===== config.mk =====
export PLATFORM = sky130hd
export DESIGN_NAME = spi_word_master
export DESIGN_NICKNAME = d
export VERILOG_FILES = /design/src/rtl/spi_word_master.sv
export SDC_FILE = /design/constraint.sdc
export NUM_CORES = 1
export LEC_CHECK = 0
export ABC_AREA = 1
export BUFFER_PORTS_ARGS = -buffer_cell sky130_fd_sc_hd__buf_2
export CAP_MARGIN = 20
export CORE_ASPECT_RATIO = 1.25
export CORE_MARGIN = 3
export CORE_UTILIZATION = 60
export CTS_CLUSTER_SIZE = 8
export DETAILED_ROUTE_END_ITERATION = 6
export PLACE_DENSITY = 0.83
export REMOVE_ABC_BUFFERS = 1
export SETUP_SLACK_MARGIN = 0.1
export SYNTH_ARGS = -nofsm -noshare
export SYNTH_HDL_FRONTEND = slang
export SYNTH_SLANG_ARGS = --single-unit

===== constraint.sdc =====
create_clock -name clk -period 6.3 [get_ports clk]
set_input_delay 0.315 -clock clk [delete_from_list [all_inputs] [get_ports clk]]
set_output_delay 0.315 -clock clk [all_outputs]
set_load 0.005 [all_outputs]

===== src/rtl/spi_word_master.sv =====
module spi_word_master #(
  parameter int DIV_W  = 8,
  parameter int LEAD_W = 8
) (
  input  logic              clk,
  input  logic              rst_n,
  input  logic [DIV_W-1:0]  cfg_div,
  input  logic [3:0]        cfg_len,
  input  logic [LEAD_W-1:0] cfg_lead,
  input  logic              start,
  input  logic [15:0]       tx_word,
  output logic              busy,
  output logic              done,
  output logic              err,
  output logic [15:0]       rx_word,
  output logic              sck,
  output logic              mosi,
  input  logic              miso,
  output logic              cs_n
);
  localparam int CNT_W    = (DIV_W > LEAD_W) ? DIV_W : LEAD_W;
  localparam int CODE_MAX = 8;

  typedef enum logic [2:0] {S_IDLE, S_LEAD, S_HIGH, S_LOW, S_TAIL} state_t;

  state_t           state;
  logic [CNT_W-1:0] cnt;
  logic [DIV_W-1:0] div_q;
  logic [4:0]       nbits_q, bitcnt;
  logic [15:0]      txsh, rxsh;

  function automatic logic [CNT_W-1:0] period_of(input logic [DIV_W-1:0] d);
    period_of = (d < DIV_W'(2)) ? CNT_W'(2) : CNT_W'(d);
  endfunction

  function automatic logic [CNT_W-1:0] half_of(input logic [DIV_W-1:0] d);
    half_of = period_of(d) >> 1;
  endfunction

  wire              cfg_ok   = (cfg_div != '0) && (cfg_len <= 4'(CODE_MAX));
  wire [CNT_W-1:0]  lead_cyc = (cfg_lead == '0) ? half_of(cfg_div) : CNT_W'(cfg_lead);
  wire [CNT_W-1:0]  hi_c     = half_of(div_q);
  wire [CNT_W-1:0]  lo_c     = period_of(div_q) - hi_c;
  wire              expire   = (cnt == CNT_W'(1));
  wire              last_bit = (bitcnt == nbits_q - 5'd1);

  assign mosi = txsh[15];

  always_ff @(posedge clk or negedge rst_n) begin
    if (!rst_n) begin
      state   <= S_IDLE;
      cnt     <= '0;
      div_q   <= '0;
      nbits_q <= '0;
      bitcnt  <= '0;
      txsh    <= '0;
      rxsh    <= '0;
      rx_word <= '0;
      sck     <= 1'b0;
      cs_n    <= 1'b1;
      busy    <= 1'b0;
      done    <= 1'b0;
      err     <= 1'b0;
    end else begin
      done <= 1'b0;
      err  <= 1'b0;
      case (state)
        S_IDLE:
          if (start) begin
            if (cfg_ok) begin
              div_q   <= cfg_div;
              nbits_q <= 5'd8 + {1'b0, cfg_len};
              bitcnt  <= '0;
              txsh    <= tx_word;
              rxsh    <= '0;
              cnt     <= lead_cyc;
              cs_n    <= 1'b0;
              busy    <= 1'b1;
              state   <= S_LEAD;
            end else begin
              err <= 1'b1;
            end
          end
        S_LEAD, S_LOW:
          if (expire) begin
            sck   <= 1'b1;
            rxsh  <= {rxsh[14:0], miso};
            cnt   <= hi_c;
            state <= S_HIGH;
          end else begin
            cnt <= cnt - CNT_W'(1);
          end
        S_HIGH:
          if (expire) begin
            sck <= 1'b0;
            if (last_bit) begin
              cnt   <= hi_c;
              state <= S_TAIL;
            end else begin
              txsh   <= {txsh[14:0], 1'b0};
              bitcnt <= bitcnt + 5'd1;
              cnt    <= lo_c;
              state  <= S_LOW;
            end
          end else begin
            cnt <= cnt - CNT_W'(1);
          end
        S_TAIL:
          if (expire) begin
            cs_n    <= 1'b1;
            busy    <= 1'b0;
            done    <= 1'b1;
            rx_word <= rxsh;
            txsh    <= '0;
            state   <= S_IDLE;
          end else begin
            cnt <= cnt - CNT_W'(1);
          end
        default: state <= S_IDLE;
      endcase
    end
  end
endmodule


# Word-level counts from Yosys, hierarchy flattened
# Cells that the tools add are included.
dict set report classes {
  add_sub_neg 5
  n_lt_le_gt_ge 3
  eq_ne 13
  muxes 46
  reduce_logical 20
}
# cell n
set op_table {}
lappend op_table {{two-way mux 16 bit} 8}
lappend op_table {{two-way mux 8 bit} 9}
lappend op_table {{case mux 16 bit (3 select lines)} 1}
lappend op_table {{case mux 16 bit (2 select lines)} 1}
lappend op_table {{case mux 8 bit (4 select lines)} 1}
lappend op_table {{two-way mux 5 bit} 4}
lappend op_table {{two-way mux 3 bit} 6}
lappend op_table {{< comparator 8 x 2 -> 1 bit (second input constant)} 2}
lappend op_table {{inequality test 2 bit (second input constant)} 7}
lappend op_table {{case mux 3 bit (4 select lines)} 1}
lappend op_table {{AND reduction 4 bit} 3}
lappend op_table {{two-way mux 1 bit} 11}
lappend op_table {{case mux 5 bit (2 select lines)} 1}
lappend op_table {{AND reduction 5 bit} 2}
lappend op_table {{equality test 8 x 1 -> 1 bit (second input constant)} 1}
lappend op_table {{logical NOT 8 bit} 1}
lappend op_table {{nonzero test 2 bit} 4}
lappend op_table {{nonzero test 8 bit} 1}
lappend op_table {{subtractor 8 x 1 -> 8 bit (second input constant)} 1}
lappend op_table {{subtractor 8 x 7 -> 8 bit} 1}
lappend op_table {{equality test 3 x 2 -> 1 bit (second input constant)} 2}
lappend op_table {{case mux 1 bit (2 select lines)} 3}
lappend op_table {{AND reduction 3 bit} 2}
lappend op_table {{AND reduction 6 bit} 1}
lappend op_table {{other kinds (13)} 13}
dict set report totals {
  reg_bits 82
  inputBits 40
}

# Logic depth before layout (Yosys ltp)
dict set report depth {
  word_depth 6
  mapped_depth 19
}

# Least setup slack after synthesis
# Ideal clock, no wire load.
dict set report synth_timing {
  path_type {register to register}
  startpoint {register div_q[6]}
  endpoint {register cnt[6]}
  setup_ps 116
  t_arrival_ps 2215
  setup_slack_ps 3969
  path_stages_with_launch 17
  path_buffers 0
  cell_sequence {dfrtp_1 -> inv_1 -> ha_1 -> nand4_1 -> nand2_1 -> ha_1 -> fa_1 -> inv_1 -> nand2_1 -> o21ai_0 -> nand3_1 -> nand3_1 -> nand3_1 -> nand2_1 -> nand2_1 -> nand2_1 -> nand2_1}
}
dict set report synth_via {
  elab_chain_cells 6
  elab_cells_between_ends 7
  cone_classes {add/sub: 1; order compare: 1; mux: 5}
}
# element line_no
set synth_rtl {}
lappend synth_rtl {{from (decl)} 28} ;# logic [DIV_W-1:0] div_q;
lappend synth_rtl {{from (signal assigned)} 71} ;# div_q <= cfg_div;
lappend synth_rtl {{< comparator 8 x 2 -> 1 bit} 33} ;# period_of = (d < DIV_W'(2)) ? CNT_W'(2) : CNT_W'(d);
lappend synth_rtl {{two-way mux 8 bit *} 33}
lappend synth_rtl {{subtractor 8 x 7 -> 8 bit} 43} ;# wire [CNT_W-1:0] lo_c = period_of(div_q) - hi_c;
lappend synth_rtl {{two-way mux 8 bit} 96} ;# if (last_bit) begin
lappend synth_rtl {{two-way mux 8 bit} 94} ;# if (expire) begin
lappend synth_rtl {{case mux 8 bit (4 select lines) *} 67} ;# case (state)
lappend synth_rtl {{to (signal assigned)} 76} ;# cnt <= lead_cyc;
lappend synth_rtl {{to (signal assigned)} 97} ;# cnt <= hi_c;
lappend synth_rtl {{to (signal assigned)} 102} ;# cnt <= lo_c;
lappend synth_rtl {{to (decl)} 27} ;# logic [CNT_W-1:0] cnt;
# Mark *: on every way between the ends. The rest lies on a longest branch, timed or not.
# A chain may end at the register's enable or synchronous reset.

# Final worst setup path
dict set report layout_timing {
  startpoint {register div_q[3]}
  endpoint {register cnt[6]}
}
# The elaborated chain is that of the path after synthesis.

==> results_dict.tcl <==
set metrics [dict create \
    async_reset_ff_share_pct 100 \
    fin_area_sq_mm 0.00525 \
    drc 0 \
    power_mw 2.26 \
    worstSetupStartpoint "div_q[3]" \
    cts_setup_buffers 0 \
    hold_violations 0 \
    place_area_sq_mm 0.00499 \
    worst_pin_slew_ps 1030 \
    num_vias 4128 \
    setup_viol 0 \
    fin_crit_sh_pct 43.7 \
    yosys_warnings 0 \
    fin_setup_tns_ps 0 \
    routed_wl_um 10600 \
    diodes 0 \
    arrival_ps 3010 \
    hold_class "in -> reg" \
    start_util_pct 62.5 \
    syn_area_sq_mm 0.00468 \
    die_x_um 85.0 \
    slew_viol_final 0 \
    grt_usage_pct 25.1 \
    synth_top_area_cell "dfrtp_1" \
    finalClockSkew_ps 17.9 \
    ctsResizeCount 0 \
    synth_mux_area_share_pct 0 \
    synth_simple_gate_area_share_pct 26.0 \
    synth_compound_area_share_pct 14.1 \
    max_freq_ghz 0.363 \
    drt_first_iter_violations 343 \
    power_switching_mw 1.02 \
    final_cells 769 \
    pwr-share-comb_pct 47.5 \
    synthXorXnorAreaFrac_pct 1.87 \
    synth_top_family_by_area "simple AND/OR/NAND/NOR gates" \
    seq_power_share_pct 34.1 \
    rsz0062_at_grt "no" \
    rows 35 \
    switching_share_pct 45.1 \
    worstSetupPathType "reg -> reg" \
    dieArea_sq_mm 0.00890 \
    synth_most_common_cell "nand2_1" \
    gp_congestion 0.950 \
    grt_pass1_vias 3961 \
    cts.root.buffer_cell "clkbuf_8" \
    fin_nets 725 \
    yosys-top-cells-count "175 x nand2_1, 95 x inv_1, 81 x dfrtp_1" \
    crit_required_ps 6560 \
    netlist.area_leader.share_pct 43.3 \
    slew_headroom_pct 31.1 \
    power_density_mw_per_mm2 431 \
    ys_types 36 \
    nFillCells 577 \
    ys_ff_latch 82 \
    grt_overflow_total 0 \
    clk_pin_slew_ps 100 \
    avgSynthCellArea_sq_um 7.58 \
    htreeDepth 3 \
    drive_gt1_share_pct 17.0 \
    dp.cells 751 \
    via_per_inst 5.37 \
    ioPinCount 62 \
    io_buffer_count 61 \
    antenna_found_initial 0 \
    dr.pass1.iters 5 \
    leakage_nw 2.80 \
    clk_latency_ps 360 \
    synthCells 617 \
    p_int_mw 1.24 \
    grt_max_degree 83 \
    synthFlopType "dfrtp_1" \
    cp_max_fo 6 \
    peakVddDrop_mv 0.235 \
    synth_area_leaders "dfrtp_1 43%, nand2_1 14%, inv_1 7.6%" \
    ys_seq_area_share_pct 43.9 \
    area_growth_pct 12.1 \
    clock_power_share_pct 18.4 \
    clock_sinks 82 \
    rr_startpoint "div_q[3]" \
    core-area_sq_mm 0.00749 \
    synth_edf_count 0 \
    post_drt_wl_per_cell_um 13.8 \
    hp-start "cfg_len[3]" \
    fin_crit_ps 2750 \
    worstSetupStartpointType "flop" \
    ant_nets 0 \
    cap_violations 0 \
    dp_hpwl_um 7750 \
    yosys.area_share.adder_pct 3.64 \
    cts_tree "yes" \
    critPathCaptureType "flop" \
    r2r_setup_slack_ps 3550 \
    die-height_um 105 \
    clock_path_buffers 2 \
    cts-buffers-inserted 9 \
    status "complete, no violations" \
    holdWs_ps 158 \
    grt_pass1_wl_um 18300 \
]
[placed cells by master (no fill, tap or decap), types with 3 or more instances in the layout]
cell type / instances
nand3_1: 31
o21ai_2: 10
nor2_1: 38
nor3_1: 3
nand4_1: 7
nand2_1: 175
xor2_1: 9
o22ai_1: 15
buf_2: 60
inv_1: 95
dfrtp_1: 81
o21ai_0: 65
o21ai_1: 4
nor2_2: 4
nand2_2: 4
a21oi_1: 13
a211oi_1: 3
ha_1: 12
clkbuf_8: 10
nor2_4: 4
inv_2: 7
[final cells by class]
class                   instances  area, sq um  share of cell area (%)
repair buffers                 63          345                    6.58
flip-flops and latches         82         2050                    39.1
well taps                      92          115                    2.19
clock inverters                 6         77.6                    1.48
inverters                     102          383                    7.30
clock buffers                  10          138                    2.62
multi-input cells             414         2130                    40.7
[cell families after synthesis]
group,count (synthesis)
and+or+nand+nor,275
buffers and inverters,121
AOI/OAI and AO/OA,116
DFF,82
adders and majority gates,13
xor gates and xnor gates,10
[registers in the layout (all words and copies together), names as in the netlist, 3 cells and up]
signal / count
cnt: 8
state: 3
rx_word: 16
nbits_q: 5
txsh: 16
rxsh: 16
bitcnt: 5
div_q: 8
[final timing paths]
kind / end / depth (start not counted)
setup / recovery: cnt[6] / 17
hold / removal: nbits_q[3] / 2
setup reg to reg: cnt[6] / 17
hold reg to reg: cnt[1] / 2
max in group asynchronous: cs_n / 3
min in group asynchronous: div_q[7] / 2
[critical path, cell delays in order (launching register included)]
cell	delay, ps
dfrtp_1	490
inv_1	100
nand2_1	100
nor2_1	50
nand4_1	150
nand2_1	180
ha_1	280
fa_1	400
inv_1	70
nand2_1	60
o21ai_0	270
nand3_1	140
nand3_1	90
nand3_1	70
nand2_1	60
nand2_1	40
nand2_1	50
nand2_1	40
[through the flow]
stage                     setup slack, ps  util [%]
after global placement               3750      66.7
after CTS                            3560      69.5
after detailed placement             3560      66.7
after global routing                 3220      70.0
final                                3550      70.0
after floorplan                      3950         -
[per-layer routing]
layer / global-route usage [%] / share of wire, % / routed length (um)
met4: 8.37 / 2.8 / 301
met5: 0 / 0 / 0
met2: 41.1 / 48 / 5110
met3: 5.05 / 5.7 / 609
met1: 33.1 / 43 / 4580
[power groups by stage]
| stage | sequential [mW] | combinational (mW) | clock [mW] |
|---|---|---|---|
| floorplan | 0.751 | 0.813 | 0 |
| global placement | 0.772 | 1.02 | 0 |
| detailed placement | 0.778 | 1.05 | 0 |
| CTS | 0.770 | 1.06 | 0.421 |
| global route | 0.788 | 1.23 | 0.443 |
| finish | 0.771 | 1.08 | 0.416 |
[what timing repair did]
action                                  CTS  global route
endpoints found under the hold margin     0            13
endpoints found under the setup margin    0             0
hold buffers                              0             1
Note: power is estimated with default switching activity, not from simulation.
